--- src/rtl/pgm_cmd_frontend.sv ---
module pgm_cmd_frontend #(
  parameter int DLY_CYCLES = 16,
  parameter int SYNC = 2
) (
  input  logic        clk,
  input  logic        rst_n,
  input  logic        sclk_i,
  input  logic        sdat_i,
  output logic        sdat_o,
  output logic        sdat_oe,
  output logic        cmd_stb,
  output logic [5:0]  cmd_op,
  input  logic [13:0] rd_data,
  output logic        wr_valid,
  output logic [13:0] wr_data,
  output logic        proto_err
);
  localparam int DW = $clog2(DLY_CYCLES + 1);

  logic [SYNC-1:0] ck_sync, dt_sync;
  logic            ck_prev;
  logic            in_pay, pay_rd;
  logic [3:0]      cnt;
  logic [15:0]     sh;
  logic [DW-1:0]   dly;

  wire ck   = ck_sync[SYNC-1];
  wire dt   = dt_sync[SYNC-1];
  wire rise = ck & ~ck_prev;
  wire fall = ~ck & ck_prev;
  wire [5:0] op_nxt = {dt, sh[15:11]};

  logic op_def, op_pay;
  always_comb begin
    op_def = 1'b0;
    op_pay = 1'b0;
    case (op_nxt)
      6'h00, 6'h02, 6'h04: begin op_def = 1'b1; op_pay = 1'b1; end
      6'h06, 6'h16, 6'h08, 6'h18, 6'h0A, 6'h09, 6'h11: op_def = 1'b1;
      default: ;
    endcase
  end

  always_ff @(posedge clk or negedge rst_n) begin
    if (!rst_n) begin
      ck_sync <= '0; dt_sync <= '0; ck_prev <= 1'b0;
    end else begin
      ck_sync <= {ck_sync[SYNC-2:0], sclk_i};
      dt_sync <= {dt_sync[SYNC-2:0], sdat_i};
      ck_prev <= ck;
    end
  end

  always_ff @(posedge clk or negedge rst_n) begin
    if (!rst_n) begin
      in_pay <= 1'b0; pay_rd <= 1'b0; cnt <= '0; sh <= '0; dly <= '0;
      sdat_o <= 1'b0; sdat_oe <= 1'b0; cmd_stb <= 1'b0; cmd_op <= '0;
      wr_valid <= 1'b0; wr_data <= '0; proto_err <= 1'b0;
    end else begin
      cmd_stb   <= 1'b0;
      wr_valid  <= 1'b0;
      proto_err <= 1'b0;
      if (dly != '0) dly <= dly - 1'b1;
      if (!in_pay) begin
        if (fall) begin
          sh <= {dt, sh[15:1]};
          if (cnt == 4'd5) begin
            cnt <= '0;
            if (op_def) begin
              cmd_stb <= 1'b1;
              cmd_op  <= op_nxt;
            end
            if (op_pay) begin
              in_pay <= 1'b1;
              pay_rd <= (op_nxt == 6'h04);
              dly    <= DW'(DLY_CYCLES);
            end
          end else begin
            cnt <= cnt + 1'b1;
          end
        end
      end else begin
        if (rise) begin
          if (dly != '0) proto_err <= 1'b1;
          if (pay_rd) begin
            if (cnt == 4'd15) sdat_o <= 1'b0;
            else if (cnt != 4'd0) begin
              sdat_o <= sh[0];
              sh     <= {1'b0, sh[15:1]};
            end
          end
        end
        if (fall) begin
          cnt <= cnt + 1'b1;
          if (!pay_rd) sh <= {dt, sh[15:1]};
          if (pay_rd && cnt == 4'd0) begin
            sdat_oe <= 1'b1;
            sdat_o  <= 1'b0;
            sh      <= {2'b00, rd_data};
          end
          if (cnt == 4'd15) begin
            in_pay  <= 1'b0;
            cnt     <= '0;
            sdat_oe <= 1'b0;
            sdat_o  <= 1'b0;
            if (!pay_rd) begin
              wr_valid <= 1'b1;
              wr_data  <= sh[15:2];
            end
          end
        end
      end
    end
  end
endmodule

--- config.mk ---
export PLATFORM = sky130hd
export DESIGN_NAME = pgm_cmd_frontend
export DESIGN_NICKNAME = d
export VERILOG_FILES = /design/src/rtl/pgm_cmd_frontend.sv
export SDC_FILE = /design/constraint.sdc
export NUM_CORES = 1
export LEC_CHECK = 0
export ABC_AREA = 1
export BUFFER_PORTS_ARGS = -buffer_cell sky130_fd_sc_hd__buf_2
export CAP_MARGIN = 20
export CORE_MARGIN = 2
export CORE_UTILIZATION = 45
export CTS_BUF_LIST = sky130_fd_sc_hd__clkbuf_2 sky130_fd_sc_hd__clkbuf_4 sky130_fd_sc_hd__clkbuf_8
export DETAILED_ROUTE_END_ITERATION = 10
export PLACE_DENSITY_LB_ADDON = 0.2
export SLEW_MARGIN = 20
export SYNTH_ARGS = -nofsm -noshare
export SYNTH_HDL_FRONTEND = slang
export SYNTH_SLANG_ARGS = --single-unit
--- constraint.sdc ---
create_clock -name clk -period 1.85 [get_ports clk]
set_input_delay 0.37 -clock clk [delete_from_list [all_inputs] [get_ports clk]]
set_output_delay 0.37 -clock clk [all_outputs]
set_load 0.02 [all_outputs]
-- Yosys cells after proc, flatten, opt, wreduce, memory -nomap -nowiden
Index checks and enable logic that the tools add are counted.
- bits in registers: 57
- input bits: 18
- output and inout port bits: 25
- logic and storage cells: 94
- $add $sub $neg: 2
- equal/unequal tests: 11
- multiplexer cells: 47
- bitwise logic cells: 6
- reductions and logical operators: 13
- operators by type and width (kind ; number):
    $mux 16 ; 9
    $mux 1 ; 28
    $mux 5 ; 5
    $mux 4 ; 5
    $eq 6x4->1 const B ; 3
    $eq 6x5->1 const B ; 3
    $eq 6x3->1 const B ; 2
    $reduce_and 4->1 ; 3
    $reduce_or 10->1 ; 1
    $eq 6x2->1 const B ; 1
    $logic_not 6->1 ; 1
    $reduce_bool 5->1 ; 1
    $sub 5x1->5 const B ; 1
    $add 4x1->4 const B ; 1
    $eq 4x3->1 const B ; 1
    $eq 4x4->1 const B ; 1
    $logic_not 4->1 ; 1
    $not 1->1 ; 4
    $reduce_bool 2->1 ; 2
    $reduce_bool 4->1 ; 1
    $reduce_and 3->1 ; 1
    $reduce_or 3->1 ; 1
    $and 1x1->1 ; 2
    $logic_and 1x1->1 ; 1

-- Depth between registers and ports, before layout
- depth after elaboration: 9
- mapped depth: 10
- gate-level depth less buffers: 9

-- Least setup slack after synthesis
OpenSTA, ideal clock, no wires.
- kind: reg-to-reg
- from: register cnt[1]
- to: register cmd_op[0]
- library setup time: 117 ps
- data arrival time: 1350 ps
- required time: 1733 ps
- setup slack: 383 ps
- cell stages (with the launch flop): 8
- buffers on the path: 0
- clock period less this slack: 1467 ps
- cell sequence: dfrtp_1 -> inv_1 -> ha_1 -> nand3_1 -> nor3_4 -> nand3_4 -> nand2_1 -> nand2_1
- cells in the longest elaborated chain, start to end: 2
- ends and longest elaborated chain (item ; line ; text):
    from (decl) ; 23 ; logic [3:0] cnt;
    from (signal assigned) ; 79 ; cnt <= cnt + 1'b1;
    from (signal assigned) ; 94 ; cnt <= cnt + 1'b1;
    $eq 4x3->1 ; 67 ; if (cnt == 4'd5) begin
    $reduce_and 4->1 (no source line) ; -- ;
    to (signal assigned) ; 71 ; cmd_op <= op_nxt;
    to (decl) ; 12 ; output logic [5:0] cmd_op,
Every way passes these cells.
A chain may end at the register's enable or synchronous reset.

-- Worst setup path in the final report
- from: register cnt[1]
- to: register cmd_op[1]
Same word-level chain as after synthesis.

==> results.py <==
metrics = {
    "outcome": {
        "status": "complete, no violations",
    },
    "sta": {
        "hold_viol": 0,
        "fin_worst_skew_ps": 7.97,
        "fmax_mhz": 623,
        "final-setup-viol-count": 0,
        "worst_pin_slew_ps": 461,
        "final_max_slew_viol_count": 0,
        "period_needed_ps": 1600,
        "tns_ps": 0,
        "worst_slew_margin_rel_pct": 69.0,
        "fin_crit_sh_pct": 86.7,
        "rsz0062_at_grt": "false",
    },
    "global_route": {
        "overflow": 0,
        "grt_pass1_vias": 2445,
        "grt_pass1_wl_um": 11300,
        "antenna_found_initial": 0,
        "grt_max_degree": 58,
        "grt_use_total_pct": 19.1,
    },
    "synthesis": {
        "yosys_warnings": 0,
        "postSynth.asyncResetShare_pct": 100,
        "synth_edf_count": 0,
        "yosysTopAreaCellShare_pct": 46.1,
        "synth_top_area_cell": "dfrtp_1",
        "synthCells": 379,
        "syn_area_sq_um": 3100,
        "ys_top_cells_by_count": "nand2_1 (99), dfrtp_1 (57), inv_1 (50), nor2_1 (24), nand4_1 (23)",
        "ys_types": 33,
        "synth_seq_cells": 57,
        "synthFlopType": "dfrtp_1",
        "syn_nets": 402,
        "synthTopCellsByArea": "dfrtp_1 (46%), nand2_1 (12%), inv_1 (6.1%)",
        "syn_avg_cell_area_sq_um": 8.17,
        "yosysMostFrequentCell": "nand2_1",
        "seq_area_frac_synth_pct": 46.1,
    },
    "placement": {
        "gp_congestion": 0.815,
        "port_buffers": 42,
        "dpl.hpwl_um": 4450,
        "placed_cell_area_sq_um": 3400,
    },
    "pwr": {
        "total_power_mw": 4.59,
        "leakage_nw": 1.94,
        "power_density_nw_per_um2": 1280,
        "irDropWorstVdd_uv": 419,
    },
    "setup_path": {
        "reg2reg_slack_ps": 250,
        "critPathKind": "register to register",
        "crit_path_top_delay_cell": "dfrtp_1",
        "cp_data_arrival_time_ps": 1830,
        "critPathLaunchType": "register",
        "worstPathMaxFanout": 8,
        "endpoint_kind": "register",
        "slowest_delay_ps": 410,
        "path_common_cell": "nand2_1",
        "cp.required_ps": 2080,
        "crit_chain": "inv_1 > ha_1 > nand3_1 > nor3_4 > nand3_4 > nand2_1 > nand2_1",
    },
    "clocking": {
        "cts_buffers": 9,
        "ctsHoldBuffers": 0,
        "htree_levels": 3,
        "clock_latency_ps": 340,
        "cts_sinks": 57,
        "clk_pin_slew_ps": 70,
        "root_buffer": "clkbuf_8",
        "cts_buffer_depth": 2,
        "cts_tree": "done",
    },
    "die": {
        "initial_core_util_pct": 46.1,
        "die_x_um": 87.0,
        "io_pins": 43,
        "die_area_sq_um": 7560,
        "rows": 30,
        "die_h_um": 87.0,
        "fp.coreArea_sq_um": 6720,
    },
    "drt": {
        "avgRoutedWirePerCell_um": 12.7,
        "drt_iter0_drc": 105,
        "vias": 2614,
        "dr.pass1.iters": 4,
        "drt_wl_total_um": 6570,
        "drc": 0,
        "detail-route-antenna-nets": 0,
        "via_per_inst": 5.07,
    },
    "final_layout": {
        "area.growth.synth_to_final_pct": 16.1,
        "layout.area.seq_sq_um": 1430,
        "fillers": 662,
        "drive_above_1_share_pct": 21.3,
        "multiInputGateArea_sq_um": 1350,
        "fin_nets": 454,
        "n_antenna_cell": 0,
        "design_area_sq_um": 3590,
    },
    "flow_run": {
        "cap_violations": 0,
    },
    "min_path": {
        "hp-class": "input pin to async pin",
    },
}
final timing paths:
path,from,cells past startpoint,endpoint
setup reg to reg,cnt[1],7,cmd_op[1]
min in group clk,sclk_i,1,ck_sync[0]
hold reg to reg,ck_sync[0],0,ck_sync[1]
setup / recovery,cnt[1],7,cmd_op[1]
max in group asynchronous,rst_n,2,wr_data[2]
hold / removal,rst_n,2,cmd_stb
critical path, delay by kind of cell, from the launching register on:
family | cells | cell delay [ps]
buffers and inverters | 1 | 110
adder cells (fa/ha/maj) | 1 | 180
AND/OR/NAND/NOR | 5 | 810
flip-flops | 1 | 410
through the flow:
step	cells	hold slack [ps]	util [%]	setup WS, ps
4_1_cts	516	17.3	53.5	191
5_1_grt	516	36.7	53.5	41.2
2_1_floorplan	379	74.4	-	383
3_3_place_gp	500	336	50.6	302
3_5_place_dp	500	336	50.6	204
6_report	516	20.7	53.5	246
final cells by class:
class	count	area share [%]
clock inverters	6	1.60
multi-input cells	255	37.6
repair buffers	56	9.12
flip-flops and latches	57	39.7
clock buffers	10	3.83
well taps	80	2.78
inverters	52	5.43
where the power goes:
| part | leakage, nW | switching (mW) | internal (mW) |
|---|---|---|---|
| registers | 0.757 | 0.218 | 1.55 |
| clock network | 0.102 | 0.496 | 0.648 |
| logic | 1.08 | 1.09 | 0.592 |
| total | 1.94 | 1.80 | 2.79 |
cell families after synthesis:
group | share of synthesized area, %
AND/OR/NAND/NOR | 27.8
buffers and inverters | 10.3
AO/OA/AOI/OAI | 12.0
flip-flops | 46.1
XOR/XNOR | 1.70
adder cells (fa/ha/maj) | 2.02
per-layer routing:
metal / track usage (%) / share of wire [%]
met3: 4.27 / 3.7
met5: 0 / 0
met4: 8.95 / 1.4
met1: 25.3 / 48
met2: 29.6 / 46
cells in the final DEF, fill, tap and decap left out:
master	synthesis	layout
nand2_1	99	99
o211ai_1	2	2
o22ai_1	16	16
buf_4	2	13
buf_12	0	1
buf_2	4	42
nand4_1	23	23
clkbuf_8	1	10
o21ai_0	10	10
nor2_4	3	3
a22oi_1	1	1
ha_1	5	5
xor2_1	4	4
a21oi_1	19	19
dfrtp_1	57	57
clkinvlp_4	0	1
inv_1	50	50
nor3_1	4	4
nand2_2	3	3
or2_2	1	1
o21ai_1	6	6
nor3_4	1	1
nand3_2	2	2
inv_2	2	2
xnor2_1	2	2
a21oi_4	1	1
nor2_1	24	24
nand2_4	1	1
o21ai_2	5	5
clkinv_2	0	4
nand3_1	19	19
nand3_4	2	2
bufinv_16	0	1
o21bai_1	2	2
flip-flops by register name, summed over array words and instances (netlist names), 2 cells and up:
signal	cells
dt_sync	2
wr_data	14
cnt	4
cmd_op	6
dly	5
ck_sync	2
sh	16
what timing repair did:
| action | 4_1_cts | 5_1_grt |
|---|---|---|
| buffers inserted | 0 | 0 |
| gates resized for setup | 0 | 0 |
| endpoints found under the setup margin | 0 | 4 |
| hold endpoints to repair | 0 | 0 |
(Power assumes the default switching activity.)
